<file path="config.mk">
export PLATFORM = sky130hd
export DESIGN_NAME = dax_ring
export DESIGN_NICKNAME = d
export VERILOG_FILES = /design/src/rtl/dax_pkg.sv /design/src/rtl/dax_link_fifo.sv /design/src/rtl/dax_row_counter.sv /design/src/rtl/dax_seed_mux.sv /design/src/rtl/dax_result_split.sv /design/src/rtl/dax_ring.sv
export SDC_FILE = /design/constraint.sdc
export NUM_CORES = 1
export LEC_CHECK = 0
export ABC_CLOCK_PERIOD_IN_PS = 5100
export BUFFER_PORTS_ARGS = -buffer_cell sky130_fd_sc_hd__buf_2
export CAP_MARGIN = 20
export CORE_MARGIN = 2
export CORE_UTILIZATION = 56
export CTS_CLUSTER_DIAMETER = 150
export DETAILED_ROUTE_END_ITERATION = 6
export GPL_TIMING_DRIVEN = 0
export PLACE_DENSITY = 0.87
export SLEW_MARGIN = 20
export SYNTH_ARGS = -nofsm -noshare
export SYNTH_HDL_FRONTEND = slang
export SYNTH_HIERARCHICAL = 1
export SYNTH_SLANG_ARGS = --single-unit
</file>
<file path="constraint.sdc">
create_clock -name clk -period 5.1 [get_ports clk]
set_clock_uncertainty 0.2 [all_clocks]
set_input_delay 0.765 -clock clk [delete_from_list [all_inputs] [get_ports clk]]
set_output_delay 0.765 -clock clk [all_outputs]
set_load 0.03 [all_outputs]
</file>
<file path="src/rtl/dax_pkg.sv">
`timescale 1ns/1ps
// Shared helpers for the do-across ring.
// Assumes: callers pass positive sizes.
package dax_pkg;
    // Index width for a range of v values, never below one bit.
    function automatic int unsigned idx_width(input int unsigned v);
        return (v > 1) ? $clog2(v) : 1;
    endfunction
endpackage

</file>
<file path="src/rtl/dax_link_fifo.sv">
`timescale 1ns/1ps
// One neighbour link: a DEPTH-entry FIFO with valid/ready on both sides.
// in_ready is low only when full, so an offered word is never dropped.
// The output comes from storage, so a word shows one cycle after it is pushed.
// Assumes: DEPTH >= 2 for full-rate flow with registered ready.
module dax_link_fifo #(
    parameter int DATA_W = 16,
    parameter int DEPTH  = 2
) (
    input  logic              clk,
    input  logic              rst_n,
    input  logic              in_valid,
    output logic              in_ready,
    input  logic [DATA_W-1:0] in_data,
    output logic              out_valid,
    input  logic              out_ready,
    output logic [DATA_W-1:0] out_data
);
    localparam int PW = dax_pkg::idx_width(DEPTH);
    localparam int CW = dax_pkg::idx_width(DEPTH + 1);

    logic [DATA_W-1:0] store [DEPTH];
    logic [PW-1:0]     wr_ptr, rd_ptr;
    logic [CW-1:0]     count;
    logic              push, pop;

    // Advance a pointer with wrap at DEPTH.
    function automatic logic [PW-1:0] bump(input logic [PW-1:0] p);
        return (p == PW'(DEPTH - 1)) ? '0 : p + 1'b1;
    endfunction

    // Handshake decode and output view.
    always_comb begin
        in_ready  = (count != CW'(DEPTH));
        out_valid = (count != '0);
        out_data  = store[rd_ptr];
        push      = in_valid && in_ready;
        pop       = out_valid && out_ready;
    end

    // Pointer and occupancy update.
    always_ff @(posedge clk) begin
        if (!rst_n) begin
            wr_ptr <= '0;
            rd_ptr <= '0;
            count  <= '0;
        end else begin
            if (push) wr_ptr <= bump(wr_ptr);
            if (pop)  rd_ptr <= bump(rd_ptr);
            case ({push, pop})
                2'b10:   count <= count + 1'b1;
                2'b01:   count <= count - 1'b1;
                default: count <= count;
            endcase
        end
    end

    // Storage write; contents need no reset.
    always_ff @(posedge clk) begin
        if (push) store[wr_ptr] <= in_data;
    end

    p_stall_hold_r3: assert property (@(posedge clk) disable iff (!rst_n)
        out_valid && !out_ready |=> out_valid && $stable(out_data));
    p_no_overflow_r5: assert property (@(posedge clk) disable iff (!rst_n)
        count <= CW'(DEPTH));
    p_push_lands_r2: assert property (@(posedge clk) disable iff (!rst_n)
        in_valid && in_ready |=> out_valid);
endmodule

</file>
<file path="src/rtl/dax_row_counter.sv">
`timescale 1ns/1ps
// Tracks which row of the stripe a lane is on; wraps after ROWS steps.
// Assumes: step is high for one cycle per completed transfer.
module dax_row_counter #(
    parameter int ROWS = 3
) (
    input  logic clk,
    input  logic rst_n,
    input  logic step,
    output logic first,
    output logic last
);
    localparam int RW = dax_pkg::idx_width(ROWS);

    logic [RW-1:0] row;

    // Row flags.
    always_comb begin
        first = (row == '0);
        last  = (row == RW'(ROWS - 1));
    end

    // Row advance with wrap.
    always_ff @(posedge clk) begin
        if (!rst_n)         row <= '0;
        else if (step)      row <= last ? '0 : row + 1'b1;
    end

    p_row_range_r9: assert property (@(posedge clk) disable iff (!rst_n)
        row <= RW'(ROWS - 1));
    p_wrap_r9: assert property (@(posedge clk) disable iff (!rst_n)
        step && last |=> first);
endmodule

</file>
<file path="src/rtl/dax_seed_mux.sv">
`timescale 1ns/1ps
// Lane 0 receive side. Row 0 (processor 0 of a strip) reads the seed port.
// Later rows read the wrap link from the last lane.
// Assumes: recv handshake is valid/ready, transfer when both high.
module dax_seed_mux #(
    parameter int DATA_W = 16,
    parameter int ROWS   = 3
) (
    input  logic              clk,
    input  logic              rst_n,
    input  logic              seed_valid,
    output logic              seed_ready,
    input  logic [DATA_W-1:0] seed_data,
    input  logic              link_valid,
    output logic              link_ready,
    input  logic [DATA_W-1:0] link_data,
    output logic              recv_valid,
    input  logic              recv_ready,
    output logic [DATA_W-1:0] recv_data
);
    logic at_first, at_last, take;

    // Source selection by row.
    always_comb begin
        if (at_first) begin
            recv_valid = seed_valid;
            recv_data  = seed_data;
            seed_ready = recv_ready;
            link_ready = 1'b0;
        end else begin
            recv_valid = link_valid;
            recv_data  = link_data;
            seed_ready = 1'b0;
            link_ready = recv_ready;
        end
        take = recv_valid && recv_ready;
    end

    dax_row_counter #(.ROWS(ROWS)) row_i (
        .clk   (clk),
        .rst_n (rst_n),
        .step  (take),
        .first (at_first),
        .last  (at_last)
    );

    p_seed_only_first_r7: assert property (@(posedge clk) disable iff (!rst_n)
        seed_ready |-> !link_ready);
    p_link_idle_first_r6: assert property (@(posedge clk) disable iff (!rst_n)
        link_ready |-> !seed_ready);
endmodule

</file>
<file path="src/rtl/dax_result_split.sv">
`timescale 1ns/1ps
// Last-lane send side. The final row (last processor) goes to the result port.
// Earlier rows go into the wrap link towards lane 0.
// Assumes: send handshake is valid/ready, transfer when both high.
module dax_result_split #(
    parameter int DATA_W = 16,
    parameter int ROWS   = 3
) (
    input  logic              clk,
    input  logic              rst_n,
    input  logic              send_valid,
    output logic              send_ready,
    input  logic [DATA_W-1:0] send_data,
    output logic              link_valid,
    input  logic              link_ready,
    output logic [DATA_W-1:0] link_data,
    output logic              result_valid,
    input  logic              result_ready,
    output logic [DATA_W-1:0] result_data
);
    logic at_first, at_last, sent;

    // Destination selection by row.
    always_comb begin
        link_data   = send_data;
        result_data = send_data;
        if (at_last) begin
            result_valid = send_valid;
            link_valid   = 1'b0;
            send_ready   = result_ready;
        end else begin
            result_valid = 1'b0;
            link_valid   = send_valid;
            send_ready   = link_ready;
        end
        sent = send_valid && send_ready;
    end

    dax_row_counter #(.ROWS(ROWS)) row_i (
        .clk   (clk),
        .rst_n (rst_n),
        .step  (sent),
        .first (at_first),
        .last  (at_last)
    );

    p_result_excl_r8: assert property (@(posedge clk) disable iff (!rst_n)
        !(result_valid && link_valid));
endmodule

</file>
<file path="src/rtl/dax_ring.sv">
`timescale 1ns/1ps
// Do-across ring: lane l sends to lane (l+1) mod NUM_LANES through a FIFO.
// Lane 0 row 0 takes the seed; the last lane's final row drives the result.
// Assumes: NUM_VPS is a multiple of NUM_LANES, NUM_LANES >= 2.
module dax_ring #(
    parameter int NUM_LANES  = 4,
    parameter int NUM_VPS    = 12,
    parameter int DATA_W     = 16,
    parameter int LINK_DEPTH = 2
) (
    input  logic                          clk,
    input  logic                          rst_n,
    input  logic                          seed_valid,
    output logic                          seed_ready,
    input  logic [DATA_W-1:0]             seed_data,
    input  logic [NUM_LANES-1:0]          send_valid,
    output logic [NUM_LANES-1:0]          send_ready,
    input  logic [NUM_LANES*DATA_W-1:0]   send_data,
    output logic [NUM_LANES-1:0]          recv_valid,
    input  logic [NUM_LANES-1:0]          recv_ready,
    output logic [NUM_LANES*DATA_W-1:0]   recv_data,
    output logic                          result_valid,
    input  logic                          result_ready,
    output logic [DATA_W-1:0]             result_data
);
    localparam int ROWS = NUM_VPS / NUM_LANES;
    localparam int LAST = NUM_LANES - 1;

    logic [NUM_LANES-1:0] lk_in_v, lk_in_r, lk_out_v, lk_out_r;
    logic [DATA_W-1:0]    lk_in_d  [NUM_LANES];
    logic [DATA_W-1:0]    lk_out_d [NUM_LANES];

    initial begin
        a_shape_ok: assert (ROWS * NUM_LANES == NUM_VPS && NUM_LANES >= 2);
    end

    for (genvar g = 0; g < NUM_LANES; g++) begin : g_link
        localparam int DST = (g + 1) % NUM_LANES;

        if (g == LAST) begin : g_exit
            dax_result_split #(.DATA_W(DATA_W), .ROWS(ROWS)) split_i (
                .clk          (clk),
                .rst_n        (rst_n),
                .send_valid   (send_valid[g]),
                .send_ready   (send_ready[g]),
                .send_data    (send_data[g*DATA_W +: DATA_W]),
                .link_valid   (lk_in_v[g]),
                .link_ready   (lk_in_r[g]),
                .link_data    (lk_in_d[g]),
                .result_valid (result_valid),
                .result_ready (result_ready),
                .result_data  (result_data)
            );
        end else begin : g_plain_in
            assign lk_in_v[g]    = send_valid[g];
            assign lk_in_d[g]    = send_data[g*DATA_W +: DATA_W];
            assign send_ready[g] = lk_in_r[g];
        end

        dax_link_fifo #(.DATA_W(DATA_W), .DEPTH(LINK_DEPTH)) fifo_i (
            .clk       (clk),
            .rst_n     (rst_n),
            .in_valid  (lk_in_v[g]),
            .in_ready  (lk_in_r[g]),
            .in_data   (lk_in_d[g]),
            .out_valid (lk_out_v[g]),
            .out_ready (lk_out_r[g]),
            .out_data  (lk_out_d[g])
        );

        if (DST == 0) begin : g_entry
            dax_seed_mux #(.DATA_W(DATA_W), .ROWS(ROWS)) mux_i (
                .clk        (clk),
                .rst_n      (rst_n),
                .seed_valid (seed_valid),
                .seed_ready (seed_ready),
                .seed_data  (seed_data),
                .link_valid (lk_out_v[g]),
                .link_ready (lk_out_r[g]),
                .link_data  (lk_out_d[g]),
                .recv_valid (recv_valid[0]),
                .recv_ready (recv_ready[0]),
                .recv_data  (recv_data[0 +: DATA_W])
            );
        end else begin : g_plain_out
            assign recv_valid[DST]                 = lk_out_v[g];
            assign recv_data[DST*DATA_W +: DATA_W] = lk_out_d[g];
            assign lk_out_r[g]                     = recv_ready[DST];
        end
    end
endmodule

</file>
==> run metrics <==
Final TNS setup=0 ns; Worst-path clk slew=roughly 0.07 ns; slew margin rel.=0.4866; CP required=4.14 ns; initial antenna violation count=0; Util after Layout=0.7250; I/O pin count=roughly 180; CTS tree=yes; most common cell after layout, fill and taps aside=buf_2; setup bufs post-CTS=0; Pre-antenna DRT Iters=4; Die W=about 110 um; Slew Limit Fails=0; Setup Crit Path Kind=reg -> out; vias in the first global route=roughly 3700; Layout area overhead=25.73%; Max FO, Critical Path=10; full die area=between 10000 and 15000 um2; commonest cells after routing, fill and taps aside=buf_2 (173), edfxtp_1 (128), mux2_2 (80), buf_4 (38), dfxtp_1 (24); initial core utilization=0.5766; GRT overflow=0; TritonCTS Buffers=17; post-synthesis net count=roughly 470; port buffer count=about 170; drt drc=0; maxcap violations=0; post-route ant nets=0; Total GRT Usage=0.1949; H-tree levels=4; Cell Pwr Density=approximately 530 nW/um2; worst vdd ir=0.2956 mV; Core Area=roughly 11000 um2; Netlist Area Pre-Place=approximately 6300 um2; Iter 0 DRT Violations=approximately 150; first-pass GRT wire length=approximately 17000 um; Yosys Warn Count=6; via-per-instance ratio=between 5 and 6; Final nets=between 600 and 700; Worst Max-Slew Pin Slew=0.7701 ns; worst hold path class=in -> reg; CTS Root Cell=clkbuf_8; Static Leakage=between 3 and 4 nW; Die H=109.9 um; largest net degree at the start of global routing=29; share of cells above drive strength 1=0.5871; Final Hold Viols=0; fmax=approximately 0.32 GHz; status=completed; cts repair resizes=0; Clock Tree Buf Depth=2; Post-CTS Hold Buffers=0; hold slack final=between 0.2 and 0.25 ns; Final period util=0.6049; # setup viols final=0; Tmin final=about 3.1 ns; ant diodes=0; Placer Congestion=0.6690; CP Data Arrival Time=2.12 ns; Sinks on Clock Net=152; CP startpoint kind=register; mean area per synthesized cell=16.65 um2; crit end category=primary output; WL/cell=around 16 um; row count=38; Detail Placement HPWL=a little under 8000 um; worst skew pair latency=~0.51 ns; DRT Wirelength=approximately 12000 um; Post-Synthesis Cells=377; RSZ-0062 raised after global routing=no; Power, Total=0.004200 W; Vias=about 3600
==> routing by layer <==
layer | GRT usage | wire length (um) | vias to the layer above
met5 | 0 | 0 | -
met4 | 0.06510 | 87 | 0
met3 | 0.06876 | 849 | 10
met2 | 0.3580 | 6164 | 137
met1 | 0.2060 | 4423 | 1741
li1 | - | - | 1728
==> layout make-up <==
class,instances,area [um2]
Inverter,4,15.01
Tap cell,140,175.2
Multi-Input combinational cell,173,1592
Clock buffer,19,421.7
Buffer,48,347.8
Fill cell,716,2994
Timing Repair Buffer,165,825.8
Sequential cell,152,4324
Clock inverter,13,192.7
==> critical path, stage by stage, from the launching register on <==
cell     delay [ns]
dfxtp_1        0.30
buf_2          0.20
buf_2          0.29
mux2_2         0.38
mux2_2         0.26
buf_2          0.18
==> registers in the layout, summed over array words and instances (netlist names), named ones only <==
signal                           flops
g_link.fifo_i/wr_ptr                 4
g_link.fifo_i/count                  8
g_link.g_exit.split_i/row_i/row      2
g_link.fifo_i/rd_ptr                 4
g_link.fifo_i/store                128
g_link.g_entry.mux_i/row_i/row       2
==> where the power goes <==
group	switching, W	internal [W]	total [W]
Clock	0.000487	0.000802	0.00129
Sequential	0.0000747	0.00156	0.00163
Combinational	0.000767	0.000512	0.00128
==> final timing paths <==
kind	start	end	slack, ns	cells after the start
worst max register to register	g_link[3].g_entry.mux_i/row_i/row[1]	g_link[3].fifo_i/count[1]	2.93	8
worst min-delay path	send_data[54]	g_link[3].fifo_i/store[1][6]	0.23	1
worst max-delay path	register	recv_data[7]	2.02	5
worst min register to register	g_link[3].g_entry.mux_i/row_i/row[0]	g_link[3].g_entry.mux_i/row_i/row[1]	0.30	2
==> per-stage QoR <==
step / worst slack, ns / instances / area [um2]
floorplan: 2.798 / 377 / 6279
global placement: 2.566 / 682 / 7279
detailed placement: 2.557 / 682 / 7279
CTS: 1.990 / 714 / 7894
global route: 1.880 / 714 / 7894
finish: 2.015 / 714 / 7894
Power figures use the tool's default switching activity.
